===== src/rtl/chroma_pack_pkg.sv =====
package chroma_pack_pkg;

    localparam int PIX_W   = 10;
    localparam int N_CHAN  = 3;
    localparam int CH_Y    = 0;
    localparam int CH_U    = 1;
    localparam int CH_V    = 2;
    localparam int N_CHROMA = 2;

    // per-pixel side information travelling with the samples
    typedef struct packed {
        logic valid;
        logic first;
        logic phase;
    } px_tag_t;

    typedef struct packed {
        logic fmt422;
        logic order_v;
        logic drop;
        logic lsb_clr;
    } pk_cfg_t;

    typedef enum logic [1:0] {
        ROUTE_FULL = 2'd0,
        ROUTE_FILT = 2'd1,
        ROUTE_DROP = 2'd2
    } route_e;

    function automatic route_e route_of(input pk_cfg_t c);
        if (!c.fmt422) return ROUTE_FULL;
        return c.drop ? ROUTE_DROP : ROUTE_FILT;
    endfunction

    // which chroma component (0: U, 1: V) a pixel at this phase carries
    function automatic logic comp_index(input logic phase, input logic order_v);
        return phase ^ order_v;
    endfunction

endpackage


===== src/rtl/chroma_in_stage.sv =====
module chroma_in_stage
    import chroma_pack_pkg::*;
#(
    parameter int DW = PIX_W
) (
    input  logic                      clk,
    input  logic                      rst,
    input  logic                      in_valid,
    input  logic                      line_start,
    input  logic [DW-1:0]             y_in,
    input  logic [DW-1:0]             u_in,
    input  logic [DW-1:0]             v_in,
    output px_tag_t                   tag_o,
    output logic [N_CHAN-1:0][DW-1:0] chan_o
);

    logic phase_q;
    logic phase_n;

    always_comb begin
        phase_n = line_start ? 1'b0 : ~phase_q;
    end

    always_ff @(posedge clk) begin
        if (rst) begin
            tag_o   <= '0;
            phase_q <= 1'b1;
            chan_o  <= '0;
        end else begin
            tag_o.valid <= in_valid;
            tag_o.first <= in_valid & line_start;
            tag_o.phase <= in_valid ? phase_n : 1'b0;
            if (in_valid) begin
                phase_q <= phase_n;
            end
            chan_o[CH_Y] <= y_in;
            chan_o[CH_U] <= u_in;
            chan_o[CH_V] <= v_in;
        end
    end

endmodule


===== src/rtl/chroma_window.sv =====
module chroma_window
    import chroma_pack_pkg::*;
#(
    parameter int DW    = PIX_W,
    parameter int DEPTH = 2
) (
    input  logic                      clk,
    input  logic                      rst,
    input  px_tag_t                   tag_i,
    input  logic [N_CHAN-1:0][DW-1:0] chan_i,
    output px_tag_t                   tag_c,
    output logic [N_CHAN-1:0][DW-1:0] chan_c,
    output px_tag_t                   tag_l,
    output logic [N_CHAN-1:0][DW-1:0] chan_l
);

    px_tag_t                   tag_q  [DEPTH];
    logic [N_CHAN-1:0][DW-1:0] chan_q [DEPTH];

    always_ff @(posedge clk) begin
        if (rst) begin
            for (int i = 0; i < DEPTH; i++) begin
                tag_q[i]  <= '0;
                chan_q[i] <= '0;
            end
        end else begin
            for (int i = DEPTH - 1; i > 0; i--) begin
                tag_q[i]  <= tag_q[i-1];
                chan_q[i] <= chan_q[i-1];
            end
            tag_q[0]  <= tag_i;
            chan_q[0] <= chan_i;
        end
    end

    assign tag_c  = tag_q[0];
    assign chan_c = chan_q[0];
    assign tag_l  = tag_q[DEPTH-1];
    assign chan_l = chan_q[DEPTH-1];

endmodule


===== src/rtl/chroma_fir_pick.sv =====
module chroma_fir_pick
    import chroma_pack_pkg::*;
#(
    parameter int DW = PIX_W
) (
    input  px_tag_t                   tag_l,
    input  px_tag_t                   tag_c,
    input  px_tag_t                   tag_r,
    input  logic [N_CHAN-1:0][DW-1:0] chan_l,
    input  logic [N_CHAN-1:0][DW-1:0] chan_c,
    input  logic [N_CHAN-1:0][DW-1:0] chan_r,
    input  pk_cfg_t                   cfg,
    output logic [DW-1:0]             chroma_o
);

    localparam int SW = DW + 2;

    logic left_ok;
    logic right_ok;
    logic [N_CHROMA-1:0][DW-1:0] filt_v;
    logic [N_CHROMA-1:0][DW-1:0] drop_v;

    assign left_ok  = tag_l.valid & ~tag_c.first;
    assign right_ok = tag_r.valid & ~tag_r.first;

    for (genvar gk = 0; gk < N_CHROMA; gk++) begin : g_comp
        logic [DW-1:0] l_tap;
        logic [DW-1:0] c_tap;
        logic [DW-1:0] r_tap;
        logic [SW-1:0] acc;

        assign c_tap = chan_c[CH_U + gk];
        assign l_tap = left_ok  ? chan_l[CH_U + gk] : c_tap;
        assign r_tap = right_ok ? chan_r[CH_U + gk] : c_tap;
        assign acc   = SW'(l_tap) + SW'(r_tap) + {1'b0, c_tap, 1'b0} + SW'(2);

        assign filt_v[gk] = acc[SW-1:2];
        assign drop_v[gk] = tag_c.phase ? l_tap : c_tap;
    end

    logic sel;
    always_comb begin
        sel = comp_index(tag_c.phase, cfg.order_v);
        if (route_of(cfg) == ROUTE_DROP) begin
            chroma_o = drop_v[sel];
        end else begin
            chroma_o = filt_v[sel];
        end
    end

endmodule


===== src/rtl/chroma_packer.sv =====
module chroma_packer
    import chroma_pack_pkg::*;
#(
    parameter int DW       = PIX_W,
    parameter int LSB_ZERO = 2
) (
    input  logic          clk,
    input  logic          rst,
    input  logic          in_valid,
    input  logic          line_start,
    input  logic [DW-1:0] y_in,
    input  logic [DW-1:0] u_in,
    input  logic [DW-1:0] v_in,
    input  logic          cfg_fmt422,
    input  logic          cfg_order_v,
    input  logic          cfg_drop,
    input  logic          cfg_8bit,
    output logic          out_valid,
    output logic          out_sol,
    output logic [DW-1:0] bus_a,
    output logic [DW-1:0] bus_b,
    output logic [DW-1:0] bus_c
);

    localparam logic [DW-1:0] LOW_BITS  = DW'((1 << LSB_ZERO) - 1);
    localparam logic [DW-1:0] KEEP_MASK = ~LOW_BITS;

    pk_cfg_t cfg;
    assign cfg = '{fmt422: cfg_fmt422, order_v: cfg_order_v,
                   drop: cfg_drop, lsb_clr: cfg_8bit};

    px_tag_t                   tag_r, tag_c, tag_l;
    logic [N_CHAN-1:0][DW-1:0] chan_r, chan_c, chan_l;
    logic [DW-1:0]             chroma;

    chroma_in_stage #(.DW(DW)) u_in_stage (
        .clk        (clk),
        .rst        (rst),
        .in_valid   (in_valid),
        .line_start (line_start),
        .y_in       (y_in),
        .u_in       (u_in),
        .v_in       (v_in),
        .tag_o      (tag_r),
        .chan_o     (chan_r)
    );

    chroma_window #(.DW(DW), .DEPTH(2)) u_window (
        .clk    (clk),
        .rst    (rst),
        .tag_i  (tag_r),
        .chan_i (chan_r),
        .tag_c  (tag_c),
        .chan_c (chan_c),
        .tag_l  (tag_l),
        .chan_l (chan_l)
    );

    chroma_fir_pick #(.DW(DW)) u_pick (
        .tag_l    (tag_l),
        .tag_c    (tag_c),
        .tag_r    (tag_r),
        .chan_l   (chan_l),
        .chan_c   (chan_c),
        .chan_r   (chan_r),
        .cfg      (cfg),
        .chroma_o (chroma)
    );

    logic [DW-1:0] a_n, b_n, c_n;
    logic [DW-1:0] mask;

    always_comb begin
        mask = cfg.lsb_clr ? KEEP_MASK : '1;
        a_n  = '0;
        b_n  = '0;
        c_n  = '0;
        if (tag_c.valid) begin
            a_n = chan_c[CH_Y];
            unique case (route_of(cfg))
                ROUTE_FULL: begin
                    b_n = chan_c[CH_U];
                    c_n = chan_c[CH_V];
                end
                ROUTE_FILT, ROUTE_DROP: begin
                    b_n = chroma;
                end
                default: begin
                    b_n = '0;
                end
            endcase
        end
    end

    always_ff @(posedge clk) begin
        if (rst) begin
            out_valid <= 1'b0;
            out_sol   <= 1'b0;
            bus_a     <= '0;
            bus_b     <= '0;
            bus_c     <= '0;
        end else begin
            out_valid <= tag_c.valid;
            out_sol   <= tag_c.valid & tag_c.first;
            bus_a     <= a_n & mask;
            bus_b     <= b_n & mask;
            bus_c     <= c_n & mask;
        end
    end

endmodule


===== config.mk =====
export PLATFORM = sky130hd
export DESIGN_NAME = chroma_packer
export DESIGN_NICKNAME = d
export VERILOG_FILES = /design/src/rtl/chroma_pack_pkg.sv /design/src/rtl/chroma_in_stage.sv /design/src/rtl/chroma_window.sv /design/src/rtl/chroma_fir_pick.sv /design/src/rtl/chroma_packer.sv
export SDC_FILE = /design/constraint.sdc
export NUM_CORES = 1
export LEC_CHECK = 0
export BUFFER_PORTS_ARGS = -buffer_cell sky130_fd_sc_hd__buf_2
export CAP_MARGIN = 20
export CORE_UTILIZATION = 53
export DETAILED_ROUTE_END_ITERATION = 7
export PLACE_DENSITY_LB_ADDON = 0.15
export SYNTH_ARGS = -nofsm -noshare
export SYNTH_HDL_FRONTEND = slang
export SYNTH_SLANG_ARGS = --single-unit
export TNS_END_PERCENT = 100

===== constraint.sdc =====
create_clock -name clk -period 3.8 [get_ports clk]
set_input_delay 0 -clock clk [delete_from_list [all_inputs] [get_ports clk]]
set_output_delay 0 -clock clk [all_outputs]
set_load 0.02 [all_outputs]

==> impl_metrics.tcl <==
set metrics [dict create \
    final_util 0.775 \
    pin_count_of_the_biggest_net_entering_global_routing 87 \
    worstSkewPairLatency_ns 0.42 \
    timing.setup.critical_path_class "reg -> reg" \
    number_of_vias_after_detailed_routing 5295 \
    wire_per_inst_um 17.2 \
    max_slew.worst_pin.slew_ns 0.976 \
    timing.final.hold_violations 0 \
    final-max-slew-violation-count 0 \
    synth_area_per_cell_um2 9.43 \
    crit_path_end_kind "flip-flop" \
    power_density_over_cell_area_nw_per_um2 408 \
    htree_levels 4 \
    chip_width_um 110 \
    core-area_um2 11100 \
    placementRows 38 \
    critPathLaunchType "flip-flop" \
    insertedDiodeCount 0 \
    drt_iter0_markers 373 \
    layout-drive-gt1-share 0.335 \
    clock_tree.root_cell "sky130_fd_sc_hd__clkbuf_16" \
    worstHoldPathType "in -> reg" \
    ys_seq_elements 119 \
    setup_ws_ns -0.00108 \
    gpl.final_weighted_congestion 0.897 \
    mostFrequentLayoutCells "sky130_fd_sc_hd__dfxtp_1, sky130_fd_sc_hd__nor2b_1, sky130_fd_sc_hd__nand2_1" \
    fin_nets 916 \
    post-place-cells 895 \
    cp_data_required_time_ns 4.10 \
    chipHeight_um 110 \
    timing.max_slew.rel_slack 0.347 \
    drtAntennaViolNets 0 \
    grt_pass1_vias 5214 \
    synth_enable_flop_cells 0 \
    floorplan.die_area_um2 12000 \
    mostFrequentLayoutCell "sky130_fd_sc_hd__dfxtp_1" \
    synth_warnings 0 \
    place_worst_setup_slack_ns -0.177 \
    yosysSeqAreaShare 0.388 \
    postSynth.asyncResetShare 0 \
    grt_first_pass_wirelength_mm 26.0 \
    achievable-frequency_mhz 263 \
    place.port_buffers 69 \
    timing.critical_path.slowest_cell_delay_ns 0.49 \
    syn_inst 652 \
    worstPathCellList "buf_4, or3b_2, o211ai_1, fa_2, nor2b_2, o21ai_2, nand2_1, nor2_1, nor2_1, ha_1, ha_4, nor2b_1, o21a_1, o31a_1, o41ai_4, buf_4, mux2i_4, a21oi_2" \
    layout_min_cycle_time_ns 3.80 \
    numClockSinks 119 \
    post_layout_nonfiller_instances 971 \
    timing.critical_path.arrival_ns 4.10 \
    numCtsBuffers 17 \
    unrepaired_setup_endpoints_after_global_routing "true" \
    number_of_max_cap_violations 0 \
    syn-num-nets 750 \
    overflow 0 \
    violated_checks "design-rule violations, negative setup slack" \
    ys.flop_type "sky130_fd_sc_hd__dfxtp_1" \
    place.detailed.hpwl_mm 11.0 \
    grt_antenna_before_repair 0 \
    critical_path.slowest_cell "sky130_fd_sc_hd__or3b_2" \
    p_leak_nw 3.93 \
    synth.cell_area_um2 6150 \
    initial_utilization 0.555 \
    detail_route.drc_violations 2 \
    worst_ir_drop_vdd_v 0.000375 \
    clock_slew_at_reported_path_ffs_ns 0.05 \
    fin_clk_skew_ns 0.00810 \
    finalSetupViolCount 1 \
    gr-usage-all-layers 0.289 \
    ys_types 67 \
    routed_wirelength_mm 16.7 \
    clockBufferDepth 2 \
    areaGrowthSynthToFinish_pct 39.7 \
    cts_tree "built" \
    firstDrtPassIters 8 \
    pin_count 70 \
    via_per_inst 5.45 \
    critical_path_peak_fanout 4 \
    min_period_over_period 1.00 \
    outcome "complete, but fails checks" \
]
-- synthesized netlist by cell type (all sizes together) (4+ instances only) --
| cell | instances | share of area |
|---|---|---|
| and2 | 11 | 0.011 |
| dfxtp | 119 | 0.39 |
| inv | 22 | 0.013 |
| nor2b | 95 | 0.097 |
| nand2 | 75 | 0.046 |
| nor3b | 5 | 0.0061 |
| nand2b | 9 | 0.0092 |
| xor2 | 10 | 0.014 |
| mux4 | 5 | 0.018 |
| nor2 | 24 | 0.015 |
| o21ai | 20 | 0.016 |
| fa | 4 | 0.013 |
| or3 | 4 | 0.0041 |
| a21oi | 21 | 0.018 |
| nand3 | 8 | 0.0065 |
| xnor2 | 16 | 0.023 |
| ha | 56 | 0.11 |
| o211ai | 7 | 0.0086 |
| and3 | 10 | 0.010 |
| a21o | 12 | 0.015 |
| mux2 | 20 | 0.039 |
| nor3 | 8 | 0.0065 |
| clkbuf | 16 | 0.0098 |
| a21boi | 5 | 0.0061 |
| buf | 7 | 0.0067 |
| mux2i | 5 | 0.0081 |
| a211oi | 5 | 0.0061 |
-- through the flow --
step	TNS (ns)	hold WS [ns]	area, um^2	power [mW]
2_1_floorplan	0	0.0717	6210	1.63
4_1_cts	-0.0728	0.0259	8320	3.47
3_5_place_dp	-0.494	0.196	7050	1.80
3_3_place_gp	-0.148	0.187	7050	1.79
5_1_grt	-0.455	0.0894	8590	3.63
6_report	-0.00108	0.0523	8590	3.51
-- worst paths after layout --
check,startpoint,endpoint,slack [ns],depth (start not counted)
hold / removal,cfg_drop,bus_b[4],0.05,4
hold reg to reg,u_window.chan_q[0][7],bus_a[7],0.43,1
setup reg to reg,u_window.tag_q[0][5],bus_b[8],-0.001,18
setup / recovery,u_window.tag_q[0][5],bus_b[8],-0.001,18
-- sequential cells by signal, indices dropped and copies added, names as in the netlist --
name and count:
u_in_stage.phase_q 1, u_in_stage.tag_o 3, bus_c 10, out_sol 1, u_window.chan_q 50, u_in_stage.chan_o 30
bus_b 10, u_window.tag_q 4, bus_a 10
-- logic make-up after synthesis --
family | after synthesis | share of synthesized area
flops | 119 | 0.388
buf+inv | 47 | 0.0311
compound gates | 105 | 0.120
mux | 30 | 0.0656
fa+ha+maj | 60 | 0.127
simple gates | 265 | 0.232
xor+xnor | 26 | 0.0371
-- power by group --
part | total, mW | switching [mW] | leakage [nW] | internal, mW
combinational | 0.585 | 0.284 | 2.66 | 0.300
clock | 1.60 | 0.588 | 0.290 | 1.02
sequential | 1.32 | 0.0273 | 0.977 | 1.29
-- worst max-delay path: cells and delay by family, from the launching register on --
kind                     cells  cell delay (ns)
AND/OR/NAND/NOR              6             0.92
adder cells (fa/ha/maj)      3             0.82
buffers and inverters        2             0.28
multiplexers                 1             0.23
flip-flops                   1             0.35
AO/OA/AOI/OAI                6             1.10
-- layer usage --
metal  vias to the layer above  wire length, um  global-route usage
li1                       2596                -                   -
met1                      2445             7300               0.377
met2                       204             7840               0.456
met5                         -                0                   0
met3                        50              919              0.0593
met4                         0              614               0.146
-- area by class of cell --
class	count	area, um^2
Clock buffer	21	470
Clock inverter	11	121
Fill cell	697	2490
Inverter	24	90.1
Multi-Input combinational cell	486	4120
Sequential cell	119	2390
Tap cell	140	175
Timing Repair Buffer	170	1210
-- what timing repair did --
item / 4_1_cts / 5_1_grt
buffers inserted: 4 / 6
endpoints found under the hold margin: 40 / 0
hold buffers: 35 / 0
resized for setup: 54 / 48
setup endpoints to repair: 5 / 7
pin swaps: 34 / 47
No activity file was read; power rests on OpenSTA's default activity.
